File: src/rtl/xsel_pkg.sv
package xsel_pkg;
  typedef enum logic {
    M_COARSE = 1'b0,
    M_FINE   = 1'b1
  } xmode_e;
endpackage

File: src/rtl/xsel_coarse.sv
// Coarse channel: wrapped error, shifted drive and capture-window test.
module xsel_coarse #(
  parameter int W        = 16,
  parameter int THR_LSB  = 460,
  parameter int OFS_LSB  = 455,
  parameter int BIAS_LSB = 4
) (
  input  logic [W-1:0] coarse_ang,
  input  logic [W-1:0] cnt_ang,
  output logic [W-1:0] drive,
  output logic         near
);
  localparam logic [W-1:0] SHIFT = W'(OFS_LSB + BIAS_LSB);
  localparam logic [W:0]   LIMIT = (W+1)'(THR_LSB);

  logic [W-1:0] diff;
  logic [W:0]   diff_x;
  logic [W:0]   mag;

  always_comb begin
    diff   = coarse_ang - cnt_ang;
    diff_x = {diff[W-1], diff};
    mag    = diff[W-1] ? (~diff_x + 1'b1) : diff_x;
    near   = (mag <= LIMIT);
    drive  = diff + SHIFT;
  end
endmodule

File: src/rtl/xsel_fine.sv
// Fine channel: counter angle scaled by the speed ratio, modulo one turn.
module xsel_fine #(
  parameter int W     = 16,
  parameter int RATIO = 36
) (
  input  logic [W-1:0] fine_ang,
  input  logic [W-1:0] cnt_ang,
  output logic [W-1:0] err
);
  logic [W-1:0] scaled;

  always_comb begin
    scaled = W'(cnt_ang * RATIO);
    err    = fine_ang - scaled;
  end
endmodule

File: src/rtl/xsel_mode.sv
// Crossover decision and output registers.
module xsel_mode #(
  parameter int W = 16
) (
  input  logic         clk,
  input  logic         rst_n,
  input  logic         near,
  input  logic [W-1:0] coarse_drive,
  input  logic [W-1:0] fine_err,
  output logic [W-1:0] err_q,
  output logic         fine_q
);
  import xsel_pkg::*;

  xmode_e       mode_q, mode_n;
  logic [W-1:0] err_n;
  logic         upd_en;

  always_comb begin
    upd_en = 1'b1;
    mode_n = near ? M_FINE : M_COARSE;
    err_n  = (mode_n == M_FINE) ? fine_err : coarse_drive;
  end

  always_ff @(posedge clk or negedge rst_n) begin
    if (!rst_n) begin
      mode_q <= M_COARSE;
      err_q  <= '0;
    end else if (upd_en) begin
      mode_q <= mode_n;
      err_q  <= err_n;
    end
  end

  assign fine_q = (mode_q == M_FINE);
endmodule

File: src/rtl/two_speed_err_sel.sv
module two_speed_err_sel #(
  parameter int W        = 16,
  parameter int RATIO    = 36,
  parameter int THR_LSB  = 460,
  parameter int OFS_LSB  = 455,
  parameter int BIAS_LSB = 4
) (
  input  logic         clk,
  input  logic         rst_n,
  input  logic [15:0]  coarse_ang,
  input  logic [15:0]  fine_ang,
  input  logic [15:0]  cnt_ang,
  output logic [15:0]  err_out,
  output logic         fine_mode,
  output logic         bit_fail
);
  logic [W-1:0] c_drive;
  logic [W-1:0] f_err;
  logic         c_near;

  xsel_coarse #(
    .W(W), .THR_LSB(THR_LSB), .OFS_LSB(OFS_LSB), .BIAS_LSB(BIAS_LSB)
  ) u_coarse (
    .coarse_ang (coarse_ang),
    .cnt_ang    (cnt_ang),
    .drive      (c_drive),
    .near       (c_near)
  );

  xsel_fine #(.W(W), .RATIO(RATIO)) u_fine (
    .fine_ang (fine_ang),
    .cnt_ang  (cnt_ang),
    .err      (f_err)
  );

  xsel_mode #(.W(W)) u_mode (
    .clk          (clk),
    .rst_n        (rst_n),
    .near         (c_near),
    .coarse_drive (c_drive),
    .fine_err     (f_err),
    .err_q        (err_out),
    .fine_q       (fine_mode)
  );

  assign bit_fail = ~fine_mode;
endmodule

File: config.mk
export PLATFORM = sky130hd
export DESIGN_NAME = two_speed_err_sel
export DESIGN_NICKNAME = d
export VERILOG_FILES = /design/src/rtl/xsel_pkg.sv /design/src/rtl/xsel_coarse.sv /design/src/rtl/xsel_fine.sv /design/src/rtl/xsel_mode.sv /design/src/rtl/two_speed_err_sel.sv
export SDC_FILE = /design/constraint.sdc
export NUM_CORES = 1
export LEC_CHECK = 0
export ABC_AREA = 1
export BUFFER_PORTS_ARGS = -buffer_cell sky130_fd_sc_hd__buf_2
export CAP_MARGIN = 20
export CORE_ASPECT_RATIO = 0.75
export CORE_MARGIN = 10
export CORE_UTILIZATION = 45
export CTS_BUF_LIST = sky130_fd_sc_hd__clkbuf_4 sky130_fd_sc_hd__clkbuf_8
export CTS_CLUSTER_SIZE = 16
export DETAILED_ROUTE_END_ITERATION = 7
export PLACE_DENSITY = 0.66
export REMOVE_ABC_BUFFERS = 1
export SYNTH_ARGS = -nofsm -noshare
export SYNTH_HDL_FRONTEND = slang
export SYNTH_SLANG_ARGS = --single-unit
File: constraint.sdc
create_clock -name clk -period 1.2 [get_ports clk]
set_input_delay 0.18 -clock clk [delete_from_list [all_inputs] [get_ports clk]]
set_output_delay 0.18 -clock clk [all_outputs]
set_load 0.05 [all_outputs]
======== Word level (Yosys, flattened, before mapping) ========
Index checks and enable logic that the tools add are counted.
operators by class
  add/sub/neg operators ................... 4
  $mul .................................... 1
  divide/modulo/power cells ............... 0
  $lt $le $gt $ge ......................... 1
  equal/unequal tests ..................... 0
  shift operators ......................... 0
  mux-type cells .......................... 3
  bitwise gates (word level) .............. 2
  reduce and logical (&&, ||, !) cells .... 0
operator list
  operator                 count
  $sub A16 B16 Y16         2
  $add A17 B1 Y17 const B  1
  $le A17 B9 Y1 const B    1
  $mux W17                 1
  $not A17 Y17             1
  $add A16 B9 Y16 const B  1
  $mul A16 B4 Y14 const B  1
  $mux W16                 1
  $mux W1                  1
  $not A1 Y1               1
storage, ports and cells
  register bits ........................... 17
  latch bits .............................. 0
  RAM bits ................................ 0
  ROM bits ................................ 0
  input bits .............................. 50
  output and inout port bits .............. 18
  logic and storage cells ................. 13
  memories ................................ 0

======== Depth between registers and ports, before layout ========
  depth in word-level cells ............... 7
  gate-level depth with buffers ........... 24
  depth with buffers taken out ............ 22

======== Hierarchy ========
A second synthesis with hierarchy kept.
unflattened totals
  cell total of the unflattened synthesis .. 681
  area total of the unflattened synthesis .. 3993.8 um^2
by module, submodules not included
  module             instances  cells an instance  area each (um^2)  sequential area each (um^2)
  xsel_coarse        1          391                1949.4            0.0
  xsel_fine          1          220                1371.3            0.0
  xsel_mode          1          69                 669.4             425.4
  two_speed_err_sel  1          1                  3.8               0.0

======== Least setup slack after synthesis ========
Ideal clock, no wire load.
  path type ............................... in2reg
  start point ............................. input port cnt_ang[1]
  end point ............................... register u_mode.err_q[15]
  setup time .............................. 121 ps
  arrival time ............................ 2891 ps
  required time ........................... 1079 ps
  path slack .............................. -1812 ps
  cell stages on the path ................. 18
  buffers on the path ..................... 0
  cell sequence ........................... ha_1 -> ha_1 -> inv_1 -> fa_1 -> o21ai_0 -> a21oi_1 -> o21bai_1 -> a21oi_1 -> o21ai_0 -> xnor2_1 -> ha_1 -> a21oi_1 -> o21ai_0 -> a41oi_1 -> nand3b_1 -> nand2_1 -> nand2_1 -> nand2_1
between the ends
  cells in the longest elaborated chain, start to end .. 7
  elaborated cells between the ends (all ways) .. 10
  classes of those cells .................. add/sub: 4; mul: 1; order compare: 1; mux: 3; bitwise: 1
ends and longest elaborated chain
  what                  RTL line                 text
  start, declared       two_speed_err_sel.sv:12  input logic [15:0] cnt_ang,
  $sub A16 B16 Y16      xsel_coarse.sv:21        diff = coarse_ang - cnt_ang;
  $not A17 Y17          xsel_coarse.sv:23        mag = diff[W-1] ? (~diff_x + 1'b1) : diff_x;
  $add A17 B1 Y17       xsel_coarse.sv:23
  $mux W17              xsel_coarse.sv:23
  $le A17 B9 Y1         xsel_coarse.sv:24        near = (mag <= LIMIT);
  $mux W1               xsel_mode.sv:21          mode_n = near ? M_FINE : M_COARSE;
  $mux W16 (*)          xsel_mode.sv:22          err_n = (mode_n == M_FINE) ? fine_err : coarse_drive;
  net u_mode.err_n[15]  xsel_mode.sv:16          logic [W-1:0] err_n;
  end signal, assigned  xsel_mode.sv:31          err_q <= err_n;
  end, declared         xsel_mode.sv:10          output logic [W-1:0] err_q,
The timed path passes the listed nets; every way through them passes the cells marked *.

======== Final worst setup path ========
Ends and elaborated chain as after synthesis.

==> results.md <==
- Syn Area/Cell: 6.07 um2
- Post-DP Area: 5210 um2
- Maximum capacitance violations: 0
- Fill cell count: 588
- Slew of the pin with the lowest slew margin: 0.468 ns
- RSZ-0062 raised after global routing: yes
- CTS buffer count: 3
- P_sw: 3.66 mW
- Most frequent cells after synthesis: nand2_1 (203), inv_1 (99), ha_1 (47), nand3_1 (44), nor2_1 (33)
- Overall routing resource usage: 0.201
- Site Rows: 28
- Highest routed metal layer: met4
- # DRC: 0
- Synth unique cells: 35
- Crit path to: u_mode.err_q[15]$_DFF_PN0_
- Yosys top cell by area: nand2_1
- Largest net degree at the start of global routing: 18
- Gr ovfl total: 0
- Setup TNS: -23.75 ns
- First-pass DRT Iterations: 5
- IO buf count: 67
- Crit path DAT: 3.03 ns
- Hold slack final: 0.140 ns
- Failing checks: setup timing
- Final setup vio count: 17
- Crit path cell chain: buf_8 > ha_4 > ha_4 > inv_4 > fa_2 > o21ai_2 > a21oi_2 > o21bai_2 > a21oi_1 > o21ai_1 > xnor2_1 > ha_1 > a21oi_1 > o21ai_1 > a41oi_2 > nand3b_1 > nand2_1 > nand2_1 > nand2_1
- Clock share of power: 0.062
- Crit path time final: 2.90 ns
- Initial antenna violation count: 0
- CTS Root Cell: clkbuf_8
- # diodes: 0
- Die height: 98.3 um
- Core area: 7920 um2
- Post-route setup slack: -1.70 ns
- CP Max Fanout: 3
- Tightest Hold Check Type: primary input to flip-flop
- P_leak: 3.34 nW
- First-pass GRT wire length: 21.4 mm
- Slew headroom: 0.685
- Place WS: -2.10 ns
- Core Util, Final: 0.776
- Final period utilization: 2.41
- Drt wl/cell: 15.3 um
- Pwr Density: 1180 nW/um2
- Initial Utilization: 0.464
- Area grow syn2layout: 67.1%
- Family with the most delay on the worst path: compound AO/OA/AOI/OAI gates
- Sw Ratio: 0.506
- Peak supply drop: 1.21 mV
- Via/cell ratio: 5.11
- Part of the power in combinational logic: 0.828
- Multi-input gate area: 3490 um2
- Internal: 3.57 mW
- H-tree Lvls: 1
- Post-route cell area: 6140 um2
- Detail Route Antenna Nets: 0
- Critical path startpoint category: primary input
- Register bit total from synthesis: 17
- Worst Path Required: 1.33 ns
- Clock slew at reported path FFs: 0.07 ns
- Synth area leaders: nand2_1 (21%), ha_1 (16%), dfrtp_1 (12%), inv_1 (10%), nand3_1 (6.0%)
- Routed wl met2: 6.94 mm
- Slowest stage delay, CP: 0.35 ns
- EDFF count, synth: 0
- Critical Path Slowest Stage Cell: fa_2
- I/O Pins: 68
- Longest Clk Path Bufs: 2
- Main synth FF type: dfrtp_1
- CP Depth: 19
- Final net count: 937
- Post-Layout Cell Count: 941
- Max-slew violation count: 0
- Inst Count DP: 919
- Placer Congestion: 0.896
- CTS tree: built
- Crit path capture type: flip-flop
- Iter 0 DRT Violations: 352
- Syn Std Cell Area: 3670 um2
- Max Freq: 345 MHz
- DR WL met3: 891 um
- Die footprint: 12200 um2
- Clk sink count: 17
- Crit path from: cnt_ang[1]
- WL final: 14.4 mm
- DR vias: 4811
- Met1 wire length: 6.31 mm
- Async SR Flop Fraction: 1.00
- Via count of the first global-routing pass: 4587
- DIE WIDTH: 124 um
- Post-Synthesis Cells: 605
- Most common cell in the synthesized netlist: nand2_1
- Status: finished, violations left
- Final HPWL DP: 9.96 mm
- Crit path top cell by count: nand2_1
- FF+latch area: 425 um2
- WS Path Type: primary input to flip-flop
- Seq/Total Area, Yosys: 0.116
- Share of layout cells above drive strength 1: 0.458
- Yosys warns: 0
- Final Hold Viols: 0
- Sequential share of power: 0.110
- WP buf/inv: 2
- Total power: 7.23 mW
- Post-synth top area share: 0.207
==> state kept, by name, indices dropped and copies added (netlist names) <==
name / count
u_mode.err_q: 16
u_mode.fine_q: 1
==> routing by layer <==
metal  GRT usage  up-vias
li1            -     2374
met1       0.266     2215
met2       0.344      190
met3      0.0270       32
met4      0.0304        0
met5           0        -
==> cells by family after synthesis <==
group,after synthesis,share of synthesized area
simple gates,330,0.401
compound gates,66,0.109
buf+inv,108,0.117
fa+ha+maj,50,0.176
xor+xnor,34,0.0810
flops,17,0.116
==> layout make-up <==
class | instances | area share
flip-flops and latches | 17 | 0.0693
multi-input cells | 482 | 0.568
repair buffers | 230 | 0.270
well taps | 105 | 0.0214
clock buffers | 4 | 0.00795
inverters | 103 | 0.0638
==> power groups by stage <==
stage          sequential, mW  combinational [mW]  clock [mW]
4_1_cts                 0.794                5.28       0.458
3_5_place_dp            0.806                4.73           0
6_report                0.795                5.99       0.447
5_1_grt                 0.816                6.40       0.491
3_3_place_gp            0.801                4.62           0
2_1_floorplan            1.45                2.17           0
==> worst min-delay path by stage <==
stage                            from  depth (start not counted)  slack (ns)                          to
after global routing      fine_ang[1]                          3        0.16   u_mode.err_q[1]$_DFF_PN0_
final                     fine_ang[1]                          3        0.14   u_mode.err_q[1]$_DFF_PN0_
after global placement          rst_n                          1        0.12  u_mode.err_q[12]$_DFF_PN0_
after CTS                 fine_ang[1]                          3        0.13   u_mode.err_q[1]$_DFF_PN0_
after floorplan                 rst_n                          0       -0.12   u_mode.err_q[0]$_DFF_PN0_
after detailed placement        rst_n                          1        0.12  u_mode.err_q[14]$_DFF_PN0_
==> cell usage in the layout, fill, tap and decap left out, drive strengths merged, types with 2 or more instances in the layout <==
master,instances
a21o,2
a21oi,29
and2,3
buf,228
clkbuf,4
dfrtp,17
fa,3
ha,47
inv,103
nand2,222
nand3,48
nand3b,5
nand4,6
nor2,43
nor3,4
o21ai,12
o21bai,18
xnor2,12
xor2,22
==> repair_timing <==
| action | in CTS | in global routing |
|---|---|---|
| hold endpoints to repair | 17 | 0 |
| setup buffers | 10 | 5 |
| endpoints found under the setup margin | 17 | 17 |
| hold buffers | 1 | 0 |
| pin swaps | 21 | 33 |
| cloned | 3 | 0 |
| gates resized for setup | 85 | 69 |
Power figures use the tool's default switching activity.
